`config.mk`:
```
export PLATFORM = sky130hd
export DESIGN_NAME = fsrx_top
export DESIGN_NICKNAME = d
export VERILOG_FILES = /design/src/rtl/fsrx_pkg.sv /design/src/rtl/fsrx_sync.sv /design/src/rtl/fsrx_shift.sv /design/src/rtl/fsrx_hold.sv /design/src/rtl/fsrx_top.sv
export SDC_FILE = /design/constraint.sdc
export NUM_CORES = 1
export LEC_CHECK = 0
export BUFFER_PORTS_ARGS = -buffer_cell sky130_fd_sc_hd__buf_2
export CORE_ASPECT_RATIO = 2
export CORE_UTILIZATION = 35
export CTS_CLUSTER_SIZE = 8
export DETAILED_ROUTE_END_ITERATION = 16
export PLACE_DENSITY = 0.6
export RECOVER_POWER = 25
export SKIP_LAST_GASP = 1
export SLEW_MARGIN = 20
export SYNTH_ARGS = -nofsm -noshare
export SYNTH_HDL_FRONTEND = slang
export SYNTH_HIERARCHICAL = 1
export SYNTH_SLANG_ARGS = --single-unit
```
`constraint.sdc`:
```
create_clock -name clk -period 3.04 [get_ports clk]
set_input_delay 0.608 -clock clk [delete_from_list [all_inputs] [get_ports clk]]
set_output_delay 0.608 -clock clk [all_outputs]
set_load 0.01 [all_outputs]
```
`src/rtl/fsrx_pkg.sv`:
```
package fsrx_pkg;

   typedef enum logic {
      ORDER_MSB = 1'b0,
      ORDER_LSB = 1'b1
   } bit_order_e;

   typedef enum logic {
      EDGE_FALL = 1'b0,
      EDGE_RISE = 1'b1
   } smp_edge_e;

   // width needed to count 0..n inclusive
   function automatic int unsigned cnt_width(input int unsigned n);
      return (n < 2) ? 1 : $clog2(n + 1);
   endfunction

endpackage

```
`src/rtl/fsrx_sync.sv`:
```
module fsrx_sync
   import fsrx_pkg::*;
#(
   parameter int unsigned STAGES = 2,
   parameter smp_edge_e   EDGE   = EDGE_FALL
) (
   input  logic clk,
   input  logic rst_n,
   input  logic sclk_i,
   input  logic fsync_i,
   input  logic sdat_i,
   output logic smp_o,
   output logic fs_o,
   output logic dat_o
);

   localparam int unsigned LAST = STAGES - 1;

   logic [STAGES-1:0] clk_pipe;
   logic [STAGES-1:0] fs_pipe;
   logic [STAGES-1:0] dat_pipe;
   logic              clk_prev;

   always_ff @(posedge clk or negedge rst_n) begin
      if (!rst_n) begin
         clk_pipe <= '0;
         fs_pipe  <= '0;
         dat_pipe <= '0;
         clk_prev <= 1'b0;
      end else begin
         clk_pipe <= {clk_pipe[STAGES-2:0], sclk_i};
         fs_pipe  <= {fs_pipe[STAGES-2:0], fsync_i};
         dat_pipe <= {dat_pipe[STAGES-2:0], sdat_i};
         clk_prev <= clk_pipe[LAST];
      end
   end

   generate
      if (EDGE == EDGE_FALL) begin : g_fall
         assign smp_o = clk_prev & ~clk_pipe[LAST];
      end else begin : g_rise
         assign smp_o = ~clk_prev & clk_pipe[LAST];
      end
   endgenerate

   assign fs_o  = fs_pipe[LAST];
   assign dat_o = dat_pipe[LAST];

   // a detected edge cannot repeat on the next cycle
   a_r2_edge_isolated : assert property (@(posedge clk) disable iff (!rst_n)
      smp_o |=> !smp_o);

endmodule

```
`src/rtl/fsrx_shift.sv`:
```
module fsrx_shift
   import fsrx_pkg::*;
#(
   parameter int unsigned WORD_W = 16,
   parameter bit_order_e  ORDER  = ORDER_MSB
) (
   input  logic              clk,
   input  logic              rst_n,
   input  logic              smp_i,
   input  logic              fs_i,
   input  logic              dat_i,
   output logic              done_o,
   output logic [WORD_W-1:0] word_o,
   output logic              ferr_o
);

   localparam int unsigned CW = cnt_width(WORD_W);
   localparam logic [CW-1:0] FULL = CW'(WORD_W);
   localparam logic [CW-1:0] ONE  = CW'(1);

   logic [CW-1:0]     cnt_q;
   logic [CW-1:0]     cnt_nx;
   logic [WORD_W-1:0] sh_q;
   logic [WORD_W-1:0] base;
   logic [WORD_W-1:0] shifted;
   logic              active;
   logic              start;
   logic              cont;
   logic              take;
   logic              ferr_q;

   always_comb begin
      active = (cnt_q != '0);
      start  = smp_i & fs_i;
      cont   = smp_i & ~fs_i & active;
      take   = start | cont;
      base   = start ? '0 : sh_q;
      cnt_nx = start ? ONE : cnt_q + ONE;
   end

   generate
      if (ORDER == ORDER_MSB) begin : g_msb
         assign shifted = {base[WORD_W-2:0], dat_i};
      end else begin : g_lsb
         assign shifted = {dat_i, base[WORD_W-1:1]};
      end
   endgenerate

   always_ff @(posedge clk or negedge rst_n) begin
      if (!rst_n) begin
         cnt_q  <= '0;
         sh_q   <= '0;
         ferr_q <= 1'b0;
      end else begin
         if (take) begin
            sh_q  <= shifted;
            cnt_q <= (cnt_nx == FULL) ? '0 : cnt_nx;
         end
         if (start && active) begin
            ferr_q <= 1'b1;
         end
      end
   end

   assign done_o = take & (cnt_nx == FULL);
   assign word_o = shifted;
   assign ferr_o = ferr_q;

   // frame error is sticky
   a_r11_ferr_sticky : assert property (@(posedge clk) disable iff (!rst_n)
      ferr_o |=> ferr_o);

   // an early frame sync restarts at bit one and flags the error
   a_r10_restart : assert property (@(posedge clk) disable iff (!rst_n)
      (smp_i && fs_i && cnt_q != '0) |=> (cnt_q == ONE && ferr_o));

   // after a completed word no bit is pending
   a_r5_idle_after_word : assert property (@(posedge clk) disable iff (!rst_n)
      done_o |=> (cnt_q == '0));

   // no edge, no progress
   a_r12_hold_without_edge : assert property (@(posedge clk) disable iff (!rst_n)
      !smp_i |=> $stable(cnt_q));

endmodule

```
`src/rtl/fsrx_hold.sv`:
```
module fsrx_hold #(
   parameter int unsigned WORD_W = 16
) (
   input  logic              clk,
   input  logic              rst_n,
   input  logic              done_i,
   input  logic [WORD_W-1:0] word_i,
   input  logic              rd_i,
   output logic [WORD_W-1:0] data_o,
   output logic              ready_o,
   output logic              ovr_o
);

   logic [WORD_W-1:0] data_q;
   logic              ready_q;
   logic              ovr_q;

   always_ff @(posedge clk or negedge rst_n) begin
      if (!rst_n) begin
         data_q  <= '0;
         ready_q <= 1'b0;
         ovr_q   <= 1'b0;
      end else if (done_i) begin
         data_q  <= word_i;
         ready_q <= 1'b1;
         if (ready_q && !rd_i) begin
            ovr_q <= 1'b1;
         end
      end else if (rd_i) begin
         ready_q <= 1'b0;
      end
   end

   assign data_o  = data_q;
   assign ready_o = ready_q;
   assign ovr_o   = ovr_q;

   // ready holds until read
   a_r7_ready_holds : assert property (@(posedge clk) disable iff (!rst_n)
      (ready_o && !rd_i && !done_i) |=> ready_o);

   // a read of a full register empties it
   a_r7_read_clears : assert property (@(posedge clk) disable iff (!rst_n)
      (ready_o && rd_i && !done_i) |=> !ready_o);

   // completion on a full, unread register flags overrun
   a_r8_overrun_set : assert property (@(posedge clk) disable iff (!rst_n)
      (done_i && ready_o && !rd_i) |=> (ovr_o && ready_o));

   // completion with a simultaneous read leaves overrun alone
   a_r9_read_race : assert property (@(posedge clk) disable iff (!rst_n)
      (done_i && rd_i && !ovr_o) |=> (!ovr_o && ready_o));

   // overrun is sticky
   a_r11_ovr_sticky : assert property (@(posedge clk) disable iff (!rst_n)
      ovr_o |=> ovr_o);

endmodule

```
`src/rtl/fsrx_top.sv`:
```
module fsrx_top
   import fsrx_pkg::*;
#(
   parameter int unsigned WORD_W      = 16,
   parameter int unsigned SYNC_STAGES = 2,
   parameter smp_edge_e   SAMPLE_EDGE = EDGE_FALL,
   parameter bit_order_e  BIT_ORDER   = ORDER_MSB
) (
   input  logic              clk,
   input  logic              rst_n,
   input  logic              sclk_i,
   input  logic              fsync_i,
   input  logic              sdat_i,
   input  logic              rd_i,
   output logic [WORD_W-1:0] rdata_o,
   output logic              rready_o,
   output logic              overrun_o,
   output logic              frame_err_o
);

   generate
      if (WORD_W < 2) begin : g_bad_width
         $error("fsrx_top: WORD_W must be at least 2");
      end
      if (SYNC_STAGES < 2) begin : g_bad_sync
         $error("fsrx_top: SYNC_STAGES must be at least 2");
      end
   endgenerate

   logic              smp;
   logic              fs_s;
   logic              dat_s;
   logic              done;
   logic [WORD_W-1:0] word;

   fsrx_sync #(
      .STAGES (SYNC_STAGES),
      .EDGE   (SAMPLE_EDGE)
   ) u_sync (
      .clk     (clk),
      .rst_n   (rst_n),
      .sclk_i  (sclk_i),
      .fsync_i (fsync_i),
      .sdat_i  (sdat_i),
      .smp_o   (smp),
      .fs_o    (fs_s),
      .dat_o   (dat_s)
   );

   fsrx_shift #(
      .WORD_W (WORD_W),
      .ORDER  (BIT_ORDER)
   ) u_shift (
      .clk    (clk),
      .rst_n  (rst_n),
      .smp_i  (smp),
      .fs_i   (fs_s),
      .dat_i  (dat_s),
      .done_o (done),
      .word_o (word),
      .ferr_o (frame_err_o)
   );

   fsrx_hold #(
      .WORD_W (WORD_W)
   ) u_hold (
      .clk     (clk),
      .rst_n   (rst_n),
      .done_i  (done),
      .word_i  (word),
      .rd_i    (rd_i),
      .data_o  (rdata_o),
      .ready_o (rready_o),
      .ovr_o   (overrun_o)
   );

   // ready only rises with a completed word
   a_r6_ready_from_word : assert property (@(posedge clk) disable iff (!rst_n)
      $rose(rready_o) |-> $past(done));

endmodule

```
==> results of run 1 <==
## where the power goes
group          internal (mW)  switching (mW)  leakage, nW
clock network          0.162           0.213       0.0441
logic                 0.0715          0.0789        0.444
registers              0.643          0.0344        0.612
total                  0.876           0.326         1.10
## cell type report
cell class / count / area (um^2) / area share [%]
multi-input combinational: 79 / 732 / 33.4
tap: 60 / 75.1 / 3.43
clock buffer: 5 / 68.8 / 3.14
inverter: 4 / 15.0 / 0.685
sequential: 46 / 1150 / 52.5
timing repair buffer: 25 / 128 / 5.83
clock inverter: 3 / 21.3 / 0.971
## per-layer routing
metal  up-vias  routed length, um
met5         -                  0
met4         0                128
met3        11                 97
met2        20               1800
met1       601               1520
li1        527                  -
## cell families (layout without fill, tap and decap cells)
kind of cell	count (synthesis)	count (layout)	synth area share, %
buffers and inverters	12	37	4.82
multiplexers	19	19	12.2
AO/OA/AOI/OAI	24	24	10.7
XOR/XNOR	2	2	0.888
adder cells (fa/ha/maj)	2	2	1.27
flip-flops	46	46	58.3
AND/OR/NAND/NOR	32	32	11.7
## cells in the final DEF (no fill, tap or decap), types with 2 or more instances in the layout
| cell type | instances |
|---|---|
| dfrtp_1 | 46 |
| inv_1 | 4 |
| mux2i_1 | 2 |
| a22o_1 | 9 |
| mux2_2 | 9 |
| buf_2 | 23 |
| o21ai_0 | 2 |
| nand3_1 | 3 |
| and2_1 | 16 |
| ha_1 | 2 |
| mux2_4 | 8 |
| a21o_2 | 2 |
| clkbuf_8 | 5 |
| a22o_2 | 6 |
## worst register-to-register path: stages, from the launching register on
cell and delay, ns:
dfrtp_1 0.51, nand2_1 0.45, nand3_1 0.17, nor3b_2 0.18
buf_4 0.32, mux2_2 0.38
## worst paths after layout
path | start | to | slack [ns] | depth (start not counted)
setup / recovery | u_sync/fs_pipe[1] | u_hold/data_o[13] | 0.92 | 5
hold / removal | u_sync/clk_pipe[0] | u_sync/clk_pipe[1] | 0.36 | 0
setup reg to reg | u_sync/fs_pipe[1] | u_hold/data_o[13] | 0.92 | 5
hold reg to reg | u_sync/clk_pipe[0] | u_sync/clk_pipe[1] | 0.36 | 0
max in group asynchronous | rst_n | u_shift/cnt_q[1] | 1.83 | 1
min in group asynchronous | rst_n | u_sync/clk_prev | 0.50 | 1
## sequential cells by signal, indices dropped and copies added, names as in the netlist, 2 cells and up
register / count
u_shift/sh_q: 15
u_hold/data_o: 16
u_sync/clk_pipe: 2
u_sync/dat_pipe: 2
u_shift/cnt_q: 5
u_sync/fs_pipe: 2
## through the flow
stage / std cells / cell area, um^2 / power (mW) / util [%]
finish: 222 / 2190 / 1.20 / 40.4
global route: 222 / 2190 / 1.27 / 40.4
floorplan: 137 / 1970 / 0.797 / -
global placement: 214 / 2100 / 0.826 / 38.8
CTS: 222 / 2190 / 1.22 / 40.4
detailed placement: 214 / 2100 / 0.840 / 38.8
==> impl_metrics.toml, run 1 <==
[sta]
rsz0062_at_grt = "no"
finalWorstPathRequiredPeriod_ns = 2.12
fmax_mhz = 471
fin_hold_ws_ns = 0.355
finalHoldViolCount = 0
slew-limit-headroom_pct = 25.0
slew_viol_final = 0
setup_violations = 0
finalSetupTns_ns = 0
fin_skew_ns = 0.0103
tightestPinTransition_ns = 1.13
worst_slack_ns = 0.917
post-route-period-util_pct = 69.9

[worst_setup_path]
critPathKind = "flop to flop"
crit_path_end_kind = "flop"
worst-path-buf-inv = 1
cp_max_fo = 18
worstSetupStartpointType = "flop"
cp_data_arrival_time_ns = 2.31
path_cells = "nand2_1, nand3_1, nor3b_2, buf_4, mux2_2"
crit_family = "simple AND/OR/NAND/NOR gates"
critPathSlowestCell = "dfrtp_1"
cp_data_required_time_ns = 3.23
critical_path.max_stage_delay_ns = 0.51

[routing]
ant_nets = 0
post-route-drc-count = 0
first_pass_iters = 4
wl_per_cell_um = 16.0
first_iter_violations = 14
via_per_inst = 5.22
dr_total_vias = 1159
drt-total-wl_um = 3550

[yosys]
ys_warn_count = 6
synth_most_common_cell = "dfrtp_1"
yosys.area.top_type = "dfrtp_1"
async_flop_share_pct = 100
synth.avg_cell_area_um2 = 14.4
syn_nets = 145
synth_area_um2 = 1970
synth_edf_count = 0
synth_seq_area_share_pct = 58.3
synth_cells = 137
synth.distinct_cells = 35
synth.top_cell.area_share_pct = 58.3
synth_commonest_cells = "46 x dfrtp_1, 16 x and2_1, 9 x a22o_1, 9 x mux2_2, 8 x mux2_4"
synth_ff_type = "dfrtp_1"
synth.area.top_cells = "dfrtp_1 58%, mux2_4 6.1%, mux2_2 5.1%"
ys_seq_elements = 46

[global_route]
grt_use_met1_pct = 16.2
grt_antenna_before_repair = 0
grt_pass1_vias = 1227
grt_pass1_wl_um = 5740
met3_usage_pct = 2.39
grt_overflow = 0
grt_max_degree = 47
use_met2_pct = 21.2
grt_usage_pct = 13.5
top_usage_layer = "met2"

[clocking]
clk_path_buf_depth = 2
cts_root_buffer = "clkbuf_8"
htree_num_levels = 2
cts_resized = 0
cts_tree = "done"
clk_pin_slew_worst_paths_ns = 0.09
holdBufCountCts = 0
cts_sinks = 46
post_cts_buffers = 0
clk_latency_ns = 0.30
cts_made_buffers = 5

[floorplanning]
die_h_um = 108
design.die.area_um2 = 5960
num_rows = 38
boundaryPins = 25
start_util_pct = 36.4
core_area_um2 = 5420
die_w_um = 55.1

[placed_design]
gp_congestion = 0.750
pre_cts_slack_ns = 0.940
port_buffers = 24
post-dp-hpwl_um = 2300

[min_path]
hold_class = "flop to flop"

[outcome]
status = "completed"

[final_layout]
fill_cells = 536
n_antenna_cell = 0
syn2layout_area_growth_pct = 11.0
finalNetCount = 169
drive_gt1_share_pct = 40.1

[pwr]
vdd_drop_max_uv = 343
p_leak_nw = 1.10
power_density_nw_per_um2 = 549

[job]
drv_cap = 0
Note: power is estimated with default switching activity, not from simulation.
==> run 2, diff against run 1 <==
==> constraint.sdc (replaced) <==
create_clock -name clk -period 2.1 [get_ports clk]
set_input_delay 0.42 -clock clk [delete_from_list [all_inputs] [get_ports clk]]
set_output_delay 0.42 -clock clk [all_outputs]
set_load 0.01 [all_outputs]
==> run 2 against run 1 <==
Effect of this change:
- sequential share of layout area shrank 2.0 points
- first-iteration DRC count grew 43%
- core utilization grew 1.6 points
- via count shrank 0.17%
- critical endpoint is now u_hold/data_o[12]
- sequential power grew 45%
- clock-buffer cell count grew 2
- cell count grew 2.7%
==> impl_metrics.toml, run 2 (synthesis gave the netlist of run 1 again) <==
[worst_setup_path]
cp_data_required_time_ns = 2.29
crit_path_end_kind = "flop"
worstSetupStartpointType = "flop"
critPathSlowestCell = "dfrtp_1"
critical_path.max_stage_delay_ns = 0.40
critPathKind = "flop to flop"
cp_max_fo = 8
path_cells = "inv_1, ha_1, nor2b_2, nand3_2, nor3b_4, buf_6, mux2_2"
cp_data_arrival_time_ns = 2.15

[final_layout]
multi_input_area_um2 = 753
stdcell_area_um2 = 2280
drive_gt1_share_pct = 42.9
finalNetCount = 175
layout_commonest_cell = "dfrtp_1"
largest_reg_flops = 16
regArea_um2 = 1150
layout_common_cells = "46 x dfrtp_1, 24 x buf_2, 16 x and2_1"
final_core_util_pct = 42.0
n_antenna_cell = 0
syn2layout_area_growth_pct = 15.5
fill_cells = 536

[placed_design]
port_buffers = 24
pre_cts_slack_ns = 0.158
gp_congestion = 0.886
placed_cell_area_um2 = 2140
post-dp-hpwl_um = 2450

[global_route]
grt_usage_pct = 14.4
grt_antenna_before_repair = 0
grt_pass1_vias = 1165
grt_overflow = 0
grt_max_degree = 47
grt_pass1_wl_um = 5910

[floorplanning]
core_area_um2 = 5420
boundaryPins = 25
design.die.area_um2 = 5960
start_util_pct = 36.4
die_w_um = 55.1
num_rows = 38
die_h_um = 108

[sta]
rsz0062_at_grt = "no"
slew-limit-headroom_pct = 26.0
fin_skew_ns = 0.00749
finalHoldViolCount = 0
finalSetupTns_ns = 0
finalWorstPathRequiredPeriod_ns = 1.95
tightestPinTransition_ns = 1.11
slew_viol_final = 0
post-route-period-util_pct = 93.0
setup_violations = 0
worst_slack_ns = 0.147
fmax_mhz = 512

[pwr]
power_density_nw_per_um2 = 824
vdd_drop_max_uv = 448
p_leak_nw = 1.15
finalPower_mw = 1.88

[routing]
drt-total-wl_um = 3630
first_pass_iters = 4
wl_per_cell_um = 15.9
ant_nets = 0
first_iter_violations = 20
via_per_inst = 5.07
post-route-drc-count = 0
dr_total_vias = 1157

[clocking]
cts_tree = "done"
clk_latency_ns = 0.30
post_cts_buffers = 0
htree_num_levels = 2
clk_path_buf_depth = 2
cts_sinks = 46
clk_pin_slew_worst_paths_ns = 0.08
cts_root_buffer = "clkbuf_8"
cts_made_buffers = 5

[outcome]
status = "completed"

[job]
drv_cap = 0

[min_path]
hold_class = "input pin to flop"
-- run 2: layout make-up --
cell class,instances,area share (%)
Tap cell,60,3.29
Inverter,4,0.659
Clock inverter,1,1.32
Timing Repair Buffer,31,7.80
Sequential cell,46,50.5
Multi-Input combinational cell,79,33.1
Clock buffer,7,3.35
-- run 2: power breakdown --
| group | leakage [nW] | switching (mW) | internal, mW |
|---|---|---|---|
| Clock | 0.0524 | 0.289 | 0.356 |
| Sequential | 0.612 | 0.0522 | 0.931 |
| Combinational | 0.485 | 0.126 | 0.123 |
-- run 2: stage by stage --
step,cells,hold slack [ns]
floorplan,137,0.124
global placement,219,0.331
detailed placement,219,0.336
CTS,227,0.207
global route,228,0.197
finish,228,0.221
-- run 2: worst paths after layout --
path                       cells after the start          startpoint                  to  slack (ns)
setup / recovery                               7    u_shift/cnt_q[0]   u_hold/data_o[12]        0.15
hold / removal                                 1              sdat_i  u_sync/dat_pipe[0]        0.22
setup reg to reg                               7    u_shift/cnt_q[0]   u_hold/data_o[12]        0.15
hold reg to reg                                0  u_sync/dat_pipe[0]  u_sync/dat_pipe[1]        0.35
max in group asynchronous                      2               rst_n    u_shift/cnt_q[1]        1.02
min in group asynchronous                      2               rst_n     u_sync/clk_prev        0.40
-- run 2: timing repair --
item / 4_1_cts / 5_1_grt
gates resized for setup: 0 / 8
hold endpoints to repair: 0 / 0
endpoints found under the setup margin: 0 / 1
hold buffers: 0 / 0
-- run 2: worst max-delay path: cells and delay by family, from the launching register on --
kind | cells | cell delay (ns)
fa+ha+maj | 1 | 0.32
buf+inv | 2 | 0.27
flops | 1 | 0.40
simple gates | 3 | 0.51
mux | 1 | 0.34
-- run 2: per-layer routing --
layer / global-route usage [%] / share of wire (%)
met3: 4.22 / 3.2
met2: 22.4 / 55
met1: 17.3 / 40
met4: 7.50 / 2.5
met5: 0 / 0
